[src/rtl/prio_dwrr_pkg.sv]
package prio_dwrr_pkg;
  localparam int unsigned DEF_NUM_Q   = 8;
  localparam int unsigned DEF_LEN_W   = 14;
  localparam int unsigned DEF_COST_W  = 6;
  localparam int unsigned DEF_QUANTUM = 2048;

  function automatic int unsigned wrap_next(input int unsigned idx, input int unsigned n);
    return (idx + 1 >= n) ? 0 : idx + 1;
  endfunction
endpackage

[src/rtl/prio_dwrr_cfg.sv]
module prio_dwrr_cfg #(
  parameter int unsigned NUM_Q  = 8,
  parameter int unsigned COST_W = 6,
  parameter int unsigned AW     = 4,
  parameter int unsigned CNT_W  = 4
) (
  input  logic                    clk_i,
  input  logic                    rst_ni,
  input  logic                    we_i,
  input  logic [AW-1:0]           addr_i,
  input  logic [COST_W-1:0]       wdata_i,
  output logic [CNT_W-1:0]        cnt_o,
  output logic [NUM_Q*COST_W-1:0] cost_o,
  output logic [NUM_Q-1:0]        member_o
);
  logic [CNT_W-1:0] cnt_q;

  always_ff @(posedge clk_i or negedge rst_ni) begin
    if (!rst_ni) cnt_q <= '0;
    else if (we_i && addr_i == AW'(NUM_Q)) begin
      if (wdata_i > COST_W'(NUM_Q)) cnt_q <= CNT_W'(NUM_Q);
      else                          cnt_q <= CNT_W'(wdata_i);
    end
  end

  for (genvar q = 0; q < NUM_Q; q++) begin : g_cost
    logic [COST_W-1:0] cost_q;
    always_ff @(posedge clk_i or negedge rst_ni) begin
      if (!rst_ni) cost_q <= '0;
      else if (we_i && addr_i == AW'(q)) cost_q <= wdata_i;
    end
    assign cost_o[q*COST_W +: COST_W] = cost_q;
    assign member_o[q] = (CNT_W'(q) < cnt_q);
  end

  assign cnt_o = cnt_q;

  AST_CNT_WRITE: assert property (@(posedge clk_i) disable iff (!rst_ni)
    (we_i && addr_i == AW'(NUM_Q) && wdata_i <= COST_W'(NUM_Q)) |=> cnt_o == CNT_W'($past(wdata_i)));
  AST_CNT_CLAMP: assert property (@(posedge clk_i) disable iff (!rst_ni)
    (we_i && addr_i == AW'(NUM_Q) && wdata_i > COST_W'(NUM_Q)) |=> cnt_o == CNT_W'(NUM_Q));
endmodule

[src/rtl/prio_dwrr_strict.sv]
module prio_dwrr_strict #(
  parameter int unsigned NUM_Q = 8
) (
  input  logic [NUM_Q-1:0] req_i,
  input  logic [NUM_Q-1:0] member_i,
  output logic             any_o,
  output logic [NUM_Q-1:0] gnt_o
);
  logic [NUM_Q-1:0] cand;
  assign cand  = req_i & ~member_i;
  assign any_o = |cand;

  // later (higher) index overwrites earlier
  always_comb begin
    gnt_o = '0;
    for (int q = 0; q < NUM_Q; q++)
      if (cand[q]) gnt_o = NUM_Q'(1) << q;
  end
endmodule

[src/rtl/prio_dwrr_wrr.sv]
module prio_dwrr_wrr
  import prio_dwrr_pkg::*;
#(
  parameter int unsigned NUM_Q   = 8,
  parameter int unsigned LEN_W   = 14,
  parameter int unsigned COST_W  = 6,
  parameter int unsigned QUANTUM = 2048
) (
  input  logic                    clk_i,
  input  logic                    rst_ni,
  input  logic [NUM_Q-1:0]        req_i,
  input  logic [NUM_Q-1:0]        member_i,
  input  logic [NUM_Q*LEN_W-1:0]  len_i,
  input  logic [NUM_Q*COST_W-1:0] cost_i,
  input  logic                    take_i,
  output logic                    any_o,
  output logic [NUM_Q-1:0]        gnt_o
);
  localparam int unsigned CHG_W = LEN_W + COST_W;
  localparam int unsigned BAL_W = CHG_W + 2;
  localparam int unsigned IDX_W = (NUM_Q > 1) ? $clog2(NUM_Q) : 1;

  logic signed [BAL_W-1:0] bal_q   [NUM_Q];
  logic signed [BAL_W-1:0] bal_eff [NUM_Q];
  logic signed [BAL_W-1:0] bal_chg [NUM_Q];
  logic [CHG_W-1:0]        chg     [NUM_Q];
  logic [NUM_Q-1:0]        act, ok_now, elig;
  logic                    replen, found;
  logic [IDX_W-1:0]        ptr_q, pick;

  assign act   = req_i & member_i;
  assign any_o = |act;

  for (genvar q = 0; q < NUM_Q; q++) begin : g_bal
    assign chg[q] = CHG_W'(len_i[q*LEN_W +: LEN_W]) *
                    (CHG_W'(cost_i[q*COST_W +: COST_W]) + CHG_W'(1));
    assign ok_now[q]  = act[q] && !bal_q[q][BAL_W-1];
    assign bal_eff[q] = (replen && act[q]) ? bal_q[q] + $signed(BAL_W'(QUANTUM)) : bal_q[q];
    assign bal_chg[q] = bal_eff[q] - $signed(BAL_W'(chg[q]));
    assign elig[q]    = act[q] && !bal_eff[q][BAL_W-1];

    always_ff @(posedge clk_i or negedge rst_ni) begin
      if (!rst_ni)      bal_q[q] <= '0;
      else if (!act[q]) bal_q[q] <= '0;
      else if (take_i)  bal_q[q] <= (found && pick == IDX_W'(q)) ? bal_chg[q] : bal_eff[q];
    end

    AST_IDLE_CLEAR: assert property (@(posedge clk_i) disable iff (!rst_ni)
      !act[q] |=> bal_q[q] == '0);
    AST_BAL_BELOW_QUANTUM: assert property (@(posedge clk_i) disable iff (!rst_ni)
      bal_q[q] < $signed(BAL_W'(QUANTUM)));
  end

  assign replen = (act != '0) && (ok_now == '0);

  // first eligible member at or after the pointer
  always_comb begin : p_pick
    int unsigned k;
    found = 1'b0;
    pick  = '0;
    for (int unsigned i = 0; i < NUM_Q; i++) begin
      k = 32'(ptr_q) + i;
      if (k >= NUM_Q) k = k - NUM_Q;
      if (!found && elig[k]) begin
        found = 1'b1;
        pick  = IDX_W'(k);
      end
    end
  end

  always_comb begin
    gnt_o = '0;
    if (found) gnt_o[pick] = 1'b1;
  end

  always_ff @(posedge clk_i or negedge rst_ni) begin
    if (!rst_ni) ptr_q <= '0;
    else if (take_i && found) begin
      if (bal_chg[pick][BAL_W-1]) ptr_q <= IDX_W'(wrap_next(32'(pick), NUM_Q));
      else                        ptr_q <= pick;
    end
  end

  AST_PICK_ELIGIBLE: assert property (@(posedge clk_i) disable iff (!rst_ni)
    $onehot0(gnt_o) && ((gnt_o & ~act) == '0));
endmodule

[src/rtl/prio_dwrr_arb.sv]
module prio_dwrr_arb
  import prio_dwrr_pkg::*;
#(
  parameter int unsigned NUM_Q   = DEF_NUM_Q,
  parameter int unsigned LEN_W   = DEF_LEN_W,
  parameter int unsigned COST_W  = DEF_COST_W,
  parameter int unsigned QUANTUM = DEF_QUANTUM,
  localparam int unsigned AW     = $clog2(NUM_Q) + 1,
  localparam int unsigned CNT_W  = $clog2(NUM_Q + 1)
) (
  input  logic                   clk_i,
  input  logic                   rst_ni,
  input  logic [NUM_Q-1:0]       req_i,
  input  logic [NUM_Q*LEN_W-1:0] len_i,
  input  logic                   ready_i,
  input  logic                   cfg_we_i,
  input  logic [AW-1:0]          cfg_addr_i,
  input  logic [COST_W-1:0]      cfg_wdata_i,
  output logic [NUM_Q-1:0]       gnt_o
);
  logic [CNT_W-1:0]        cnt;
  logic [NUM_Q*COST_W-1:0] cost;
  logic [NUM_Q-1:0]        member, strict_gnt, wrr_gnt, gnt_d;
  logic                    strict_any, wrr_any, wrr_take;

  prio_dwrr_cfg #(.NUM_Q(NUM_Q), .COST_W(COST_W), .AW(AW), .CNT_W(CNT_W)) u_cfg (
    .clk_i, .rst_ni, .we_i(cfg_we_i), .addr_i(cfg_addr_i), .wdata_i(cfg_wdata_i),
    .cnt_o(cnt), .cost_o(cost), .member_o(member)
  );

  prio_dwrr_strict #(.NUM_Q(NUM_Q)) u_strict (
    .req_i, .member_i(member), .any_o(strict_any), .gnt_o(strict_gnt)
  );

  assign wrr_take = ready_i && !strict_any && wrr_any;

  prio_dwrr_wrr #(.NUM_Q(NUM_Q), .LEN_W(LEN_W), .COST_W(COST_W), .QUANTUM(QUANTUM)) u_wrr (
    .clk_i, .rst_ni, .req_i, .member_i(member), .len_i, .cost_i(cost),
    .take_i(wrr_take), .any_o(wrr_any), .gnt_o(wrr_gnt)
  );

  always_comb begin
    gnt_d = '0;
    if (ready_i) gnt_d = strict_any ? strict_gnt : wrr_gnt;
  end

  always_ff @(posedge clk_i or negedge rst_ni) begin
    if (!rst_ni) gnt_o <= '0;
    else         gnt_o <= gnt_d;
  end

  AST_GNT_ONEHOT: assert property (@(posedge clk_i) disable iff (!rst_ni)
    $onehot0(gnt_o));
  AST_GNT_HAS_REQ: assert property (@(posedge clk_i) disable iff (!rst_ni)
    1'b1 |=> (gnt_o & ~$past(req_i)) == '0);
  AST_NO_GNT_NOT_READY: assert property (@(posedge clk_i) disable iff (!rst_ni)
    !ready_i |=> gnt_o == '0);
  AST_STRICT_WINS: assert property (@(posedge clk_i) disable iff (!rst_ni)
    (ready_i && strict_any) |=> (gnt_o & $past(member)) == '0 && gnt_o != '0);
  AST_SINGLE_CYCLE: assert property (@(posedge clk_i) disable iff (!rst_ni)
    (ready_i && req_i == '0) |=> gnt_o == '0);
endmodule

[config.mk]
export PLATFORM = sky130hd
export DESIGN_NAME = prio_dwrr_arb
export DESIGN_NICKNAME = d
export VERILOG_FILES = /design/src/rtl/prio_dwrr_pkg.sv /design/src/rtl/prio_dwrr_cfg.sv /design/src/rtl/prio_dwrr_strict.sv /design/src/rtl/prio_dwrr_wrr.sv /design/src/rtl/prio_dwrr_arb.sv
export SDC_FILE = /design/constraint.sdc
export NUM_CORES = 2
export LEC_CHECK = 0
export BUFFER_PORTS_ARGS = -buffer_cell sky130_fd_sc_hd__buf_2
export CAP_MARGIN = 20
export CORE_ASPECT_RATIO = 0.8
export CORE_MARGIN = 5
export CORE_UTILIZATION = 50
export CTS_CLUSTER_SIZE = 24
export DETAILED_ROUTE_END_ITERATION = 8
export GPL_TIMING_DRIVEN = 0
export PLACE_DENSITY_LB_ADDON = 0.15
export SKIP_LAST_GASP = 1
export SYNTH_ARGS = -nofsm -noshare
export SYNTH_HDL_FRONTEND = slang
export SYNTH_SLANG_ARGS = --single-unit
[constraint.sdc]
create_clock -name clk_i -period 9.5 [get_ports clk_i]
set_input_delay 2.375 -clock clk_i [delete_from_list [all_inputs] [get_ports clk_i]]
set_output_delay 2.375 -clock clk_i [all_outputs]
set_load 0.005 [all_outputs]
### Word level (Yosys, flattened, before mapping)

Cells that the tools add are included.

* register bits: 239
* latch bits: 0
* RAM bits: 0
* bits in read-only memories: 0
* bits of input ports: 134
* logic and storage cells: 297
* memories kept: 0

* add/subtract/negate cells: 40
* multipliers: 8
* divide/modulo/power cells: 0
* order comparisons: 29
* equality and inequality tests: 23
* shifts and indexed selects: 0
* multiplexer cells: 91
* bitwise operators: 4
* reduce and logical (&&, ||, !) cells: 83

Operator list (number)
* two-way mux 22 bit: 34
* < comparator 32 x 4 -> 1 bit, second input constant: 8
* two-way mux 32 bit: 8
* greater-or-equal comparator 32 x 4 -> 1 bit, second input constant: 7
* subtractor 32 x 4 -> 32 bit, second input constant: 7
* adder 22 x 13 -> 22 bit, second input constant: 8
* subtractor 22 x 21 -> 22 bit: 8
* multiplier 14 x 20 -> 20 bit: 8
* binary-select mux 22 bit (select 3 bit): 1
* adder 6 x 1 -> 7 bit, second input constant: 8
* logical AND 1 bit: 53
* two-way mux 3 bit: 11
* two-way mux 8 bit: 4
* binary-select mux 1 bit (select 3 bit): 8
* zero test 1 bit: 24
* two-way mux 1 bit: 18
* adder 3 x 3 -> 4 bit, second input constant: 4
* AND 8 bit: 2
* equality test 4 x 3 -> 1 bit, second input constant: 4
* < comparator 3 x 4 -> 1 bit, first input constant: 4
* inequality test 2 x 1 -> 1 bit, second input constant: 8
* OR reduction 8 bit: 2
* equality test 3 bit, second input constant: 4
* adder 3 x 1 -> 4 bit, second input constant: 2
* other kinds (26): 33

### Depth between registers and ports, before layout

* word-level depth: 40
* depth in mapped cells: 36

### By module

Synthesis repeated with hierarchy kept, for this count alone.

* cell total of the unflattened synthesis: 5472
* area, all modules: 45552.4 sq um

Modules (own cells, without submodules)
* prio_dwrr_wrr: instances 1, cells each 5287, area each 42933.7 sq um
* prio_dwrr_cfg: instances 1, cells each 137, area each 2114.5 sq um
* prio_dwrr_arb: instances 1, cells each 27, area each 349.1 sq um
* prio_dwrr_strict: instances 1, cells each 21, area each 155.1 sq um

### Least setup slack after synthesis

OpenSTA, ideal clock, no wires.

* path type: input -> register
* start: in len_i[61]
* end: reg u_wrr.ptr_q[0]
* library setup time: 0.095 ns
* data arrival time: 8.745 ns
* data required time: 9.405 ns
* slack: 0.660 ns
* stages on the path: 32
* path through: and2_1 fa_1 inv_1 fa_1 inv_1 fa_1 inv_1 fa_1 inv_1 ha_1 inv_1 a21oi_1 o21ai_0 a21boi_0 o21ai_0 a21boi_0 o21ai_0 a21oi_1 o21ai_0 a21oi_1 o211a_1 a211o_1 ha_1 and3_1 a221o_1 a21oi_1 or3_1 nand4_1 mux2_4 a221oi_2 nor3_1 o31ai_1

* cells in the longest elaborated chain, start to end: 6

Ends and longest elaborated chain
* start: declaration: RTL line prio_dwrr_arb.sv:14 `input logic [NUM_Q*LEN_W-1:0] len_i,`
* multiplier 14 x 20 -> 20 bit: RTL line prio_dwrr_wrr.sv:35 `assign chg[q] = CHG_W'(len_i[q*LEN_W +: LEN_W]) *`
* subtractor 22 x 21 -> 22 bit: RTL line prio_dwrr_wrr.sv:39 `assign bal_chg[q] = bal_eff[q] - $signed(BAL_W'(chg[q]));`
* binary-select mux 22 bit (select 3 bit): RTL line prio_dwrr_wrr.sv:79 `if (bal_chg[pick][BAL_W-1]) ptr_q <= IDX_W'(wrap_next(32'(pick), NUM_Q));`
* two-way mux 22 bit (implied by the code) (2 in a row): RTL line prio_dwrr_wrr.sv:79
* two-way mux 3 bit: RTL line prio_dwrr_wrr.sv:79
* end signal: assignment: RTL line prio_dwrr_wrr.sv:79
* end signal: assignment: RTL line prio_dwrr_wrr.sv:80 `else ptr_q <= pick;`
* end: declaration: RTL line prio_dwrr_wrr.sv:29 `logic [IDX_W-1:0] ptr_q, pick;`

Every way passes these cells. The select of a mux whose other input is x is not followed.
A chain may end at the register's enable or synchronous reset.

### Worst setup path after layout

* start: in len_i[75]
* end: reg u_wrr.ptr_q[0]

The elaborated chain is that of the path after synthesis.

==> impl_metrics.csv <==
group,metric,value,unit
status,status,"complete, no violations",
routing,drtAntennaViolNets,0,
synthesis,synth.distinct_cells,96,
die,die_x,347,µm
synthesis,synth_fp_nets,6605,
critical_path,worst_ep_arrival_time,9.65,ns
synthesis,syn_area,45500,µm²
cts,clk_pin_slew_worst_paths,0.07,ns
sta,drv_slew,0,
synthesis,yosys_most_used_dff,"dfrtp_1",
routing,vias,38500,
global_route,antenna_found_initial,19,
critical_path,worstRegToRegCells,35,
synthesis,synth_edf_count,0,
routing,drt-initial-drc-count,2663,
critical_path,cp_slowest_stage_delay,0.54,ns
min_path,hold_path_depth,2,
placement,dp.cells,6876,
critical_path,cp-start-kind,"primary input",
die,initial_utilization,50.1,%
critical_path,cp_num_buf_inv,5,
cts,cts_buffers,31,
sta,worst_pin_slew,1.19,ns
cts,clockRootBuffer,"clkbuf_16",
synthesis,asyncSetResetFlopFracSynth,100,%
min_path,hp-class,"register to register",
cts,max-clock-path-buffers,3,
cts,cts.htree.levels,1,
global_route,grt_pass1_vias,38300,
routing,drc,0,
critical_path,path_max_fanout,7,
cts,clock_latency,0.62,ns
sta,fin_skew,0.0198,ns
cells_and_area,drive_gt1_share,6.26,%
sta,final_hold_viol_count,0,
sta,setup_viol,0,
routing,first_pass_iters,5,
cts,cts_hold_buf,0,
critical_path,slowest_stage,"fa_1",
sta,hold_ws,0.488,ns
critical_path,crit_family,"adder cells",
cells_and_area,areaGrowthSynthToFinish,7.68,%
placement,gp_congestion,0.984,
critical_path,critPathRequiredTime,9.99,ns
synthesis,avgSynthCellArea,8.24,µm²
die,row_count,99,
routing,routedWlPerCell,17.9,µm
cells_and_area,finalNonFillerCells,6951,
sta,layout_min_cycle_time,9.16,ns
global_route,grt_first_pass_wirelength,206000,µm
global_route,grt_use_total,25.7,%
routing,drt-vias-per-instance,5.54,
sta,min_period_over_period,96.4,%
cells_and_area,final_common_cell,"inv_1",
die,die_h,280,µm
synthesis,yosys_register_bits,239,
placement,io_buffers,139,
cts,cts_tree,"built",
job,cap_viol_max_count,0,
placement,dp_hpwl,99200,µm
min_path,min_from,"u_wrr.bal_q[9]",
cts,clock-sinks,239,
cells_and_area,final_cell_mix,"inv_1, nand2_1, and2_1",
critical_path,cp-startpoint,"len_i[75]",
sta,maxSlewHeadroom,20.4,%
critical_path,reg2reg_slack,0.57,ns
routing,routed_wl,124000,µm
global_route,grt-ovfl-total,0,
cells_and_area,final_net_count,6785,
synthesis,seq_area_frac_synth,13.1,%
critical_path,cp.depth,33,
die,dieArea,97200,µm²
die,core,90800,µm²
critical_path,crit_type,"primary input to register",
critical_path,worstSetupEndpointType,"register",
critical_path,r2r-start,"u_cfg.g_cost[5].cost_q[0]",
synthesis,synth_warnings,0,
die,ios,142,
synthesis,synthCells,5519,
sta,fmax,109,MHz
global_route,grt_max_degree,104,
-- final timing paths --
kind	end
max	u_wrr.ptr_q[0]
min	u_wrr.bal_q[9]
max reg2reg	u_wrr.ptr_q[0]
min reg2reg	u_wrr.bal_q[9]
max in group asynchronous	u_wrr.bal_q[12]
min in group asynchronous	u_cfg.g_cost[2].cost_q[2]
-- flip-flops by register name, indices dropped and copies added (netlist names) --
register / count
u_wrr.bal_q: 176
u_cfg.cnt_o: 4
gnt_o: 8
u_cfg.g_cost.cost_q: 48
u_wrr.ptr_q: 3
-- synth_stat cells, types with 133 or more instances --
master / instances / area [µm²]
nand2_1: 548 / 2060
a21oi_1: 278 / 1390
ha_1: 480 / 6010
o21ai_0: 231 / 1160
nor2_1: 272 / 1020
clkbuf_1: 133 / 499
nand3_1: 139 / 696
dfrtp_1: 239 / 5980
fa_1: 472 / 9450
nor3_1: 138 / 691
inv_1: 760 / 2850
xnor2_1: 255 / 2230
and2_1: 504 / 3150
-- tightest hold or removal path: stages, from the launching register on --
cell and delay, ns:
dfrtp_1 0.35, nand2_1 0.05, o21ai_0 0.06
-- through the flow --
stage	util [%]	setup TNS [ns]	worst slack, ns	area, µm²
final	54.0	0	0.343	49000
after global routing	53.9	-0.0253	-0.0130	49000
after CTS	53.8	0	0.0325	48900
after detailed placement	52.7	-1.19	-0.596	47800
after global placement	52.5	-1.10	-0.546	47700
after floorplan	-	0	0.660	45500
-- kinds of logic (layout without fill, tap and decap cells) --
family / after synthesis / in the layout / synth area share, %
fa+ha+maj: 952 / 952 / 34.0
flops: 239 / 239 / 13.1
buf+inv: 917 / 1120 / 7.66
mux: 81 / 81 / 2.05
other cells: 0 / 17 / 0
simple gates: 2026 / 2026 / 23.0
compound gates: 940 / 940 / 13.2
xor+xnor: 364 / 364 / 7.01
-- what timing repair did --
action / 4_1_cts / 5_1_grt
endpoints found under the setup margin: 0 / 5
buffers inserted: 0 / 1
resized for setup: 0 / 24
-- layout make-up --
cell class                      instances  area, µm²
Timing Repair Buffer                  147        812
Antenna cell                           17       42.5
Multi-Input combinational cell       4363      36100
Tap cell                             1212       1520
Inverter                              761       2860
Buffer                                156        629
Sequential cell                       239       5980
Fill cell                            8624      41800
Clock buffer                           39        856
Clock inverter                         17        204
-- routing by layer --
metal | part of all wire [%] | vias up | global-route usage [%]
met5 | 0.033 | - | 0
li1 | - | 18700 | -
met4 | 1.9 | 6 | 4.67
met3 | 6.8 | 136 | 4.31
met1 | 48 | 18700 | 38.4
met2 | 43 | 978 | 39.6
Power is not shown: default switching activity piles up to over one toggle a cycle in this logic, so the estimate is an artifact.
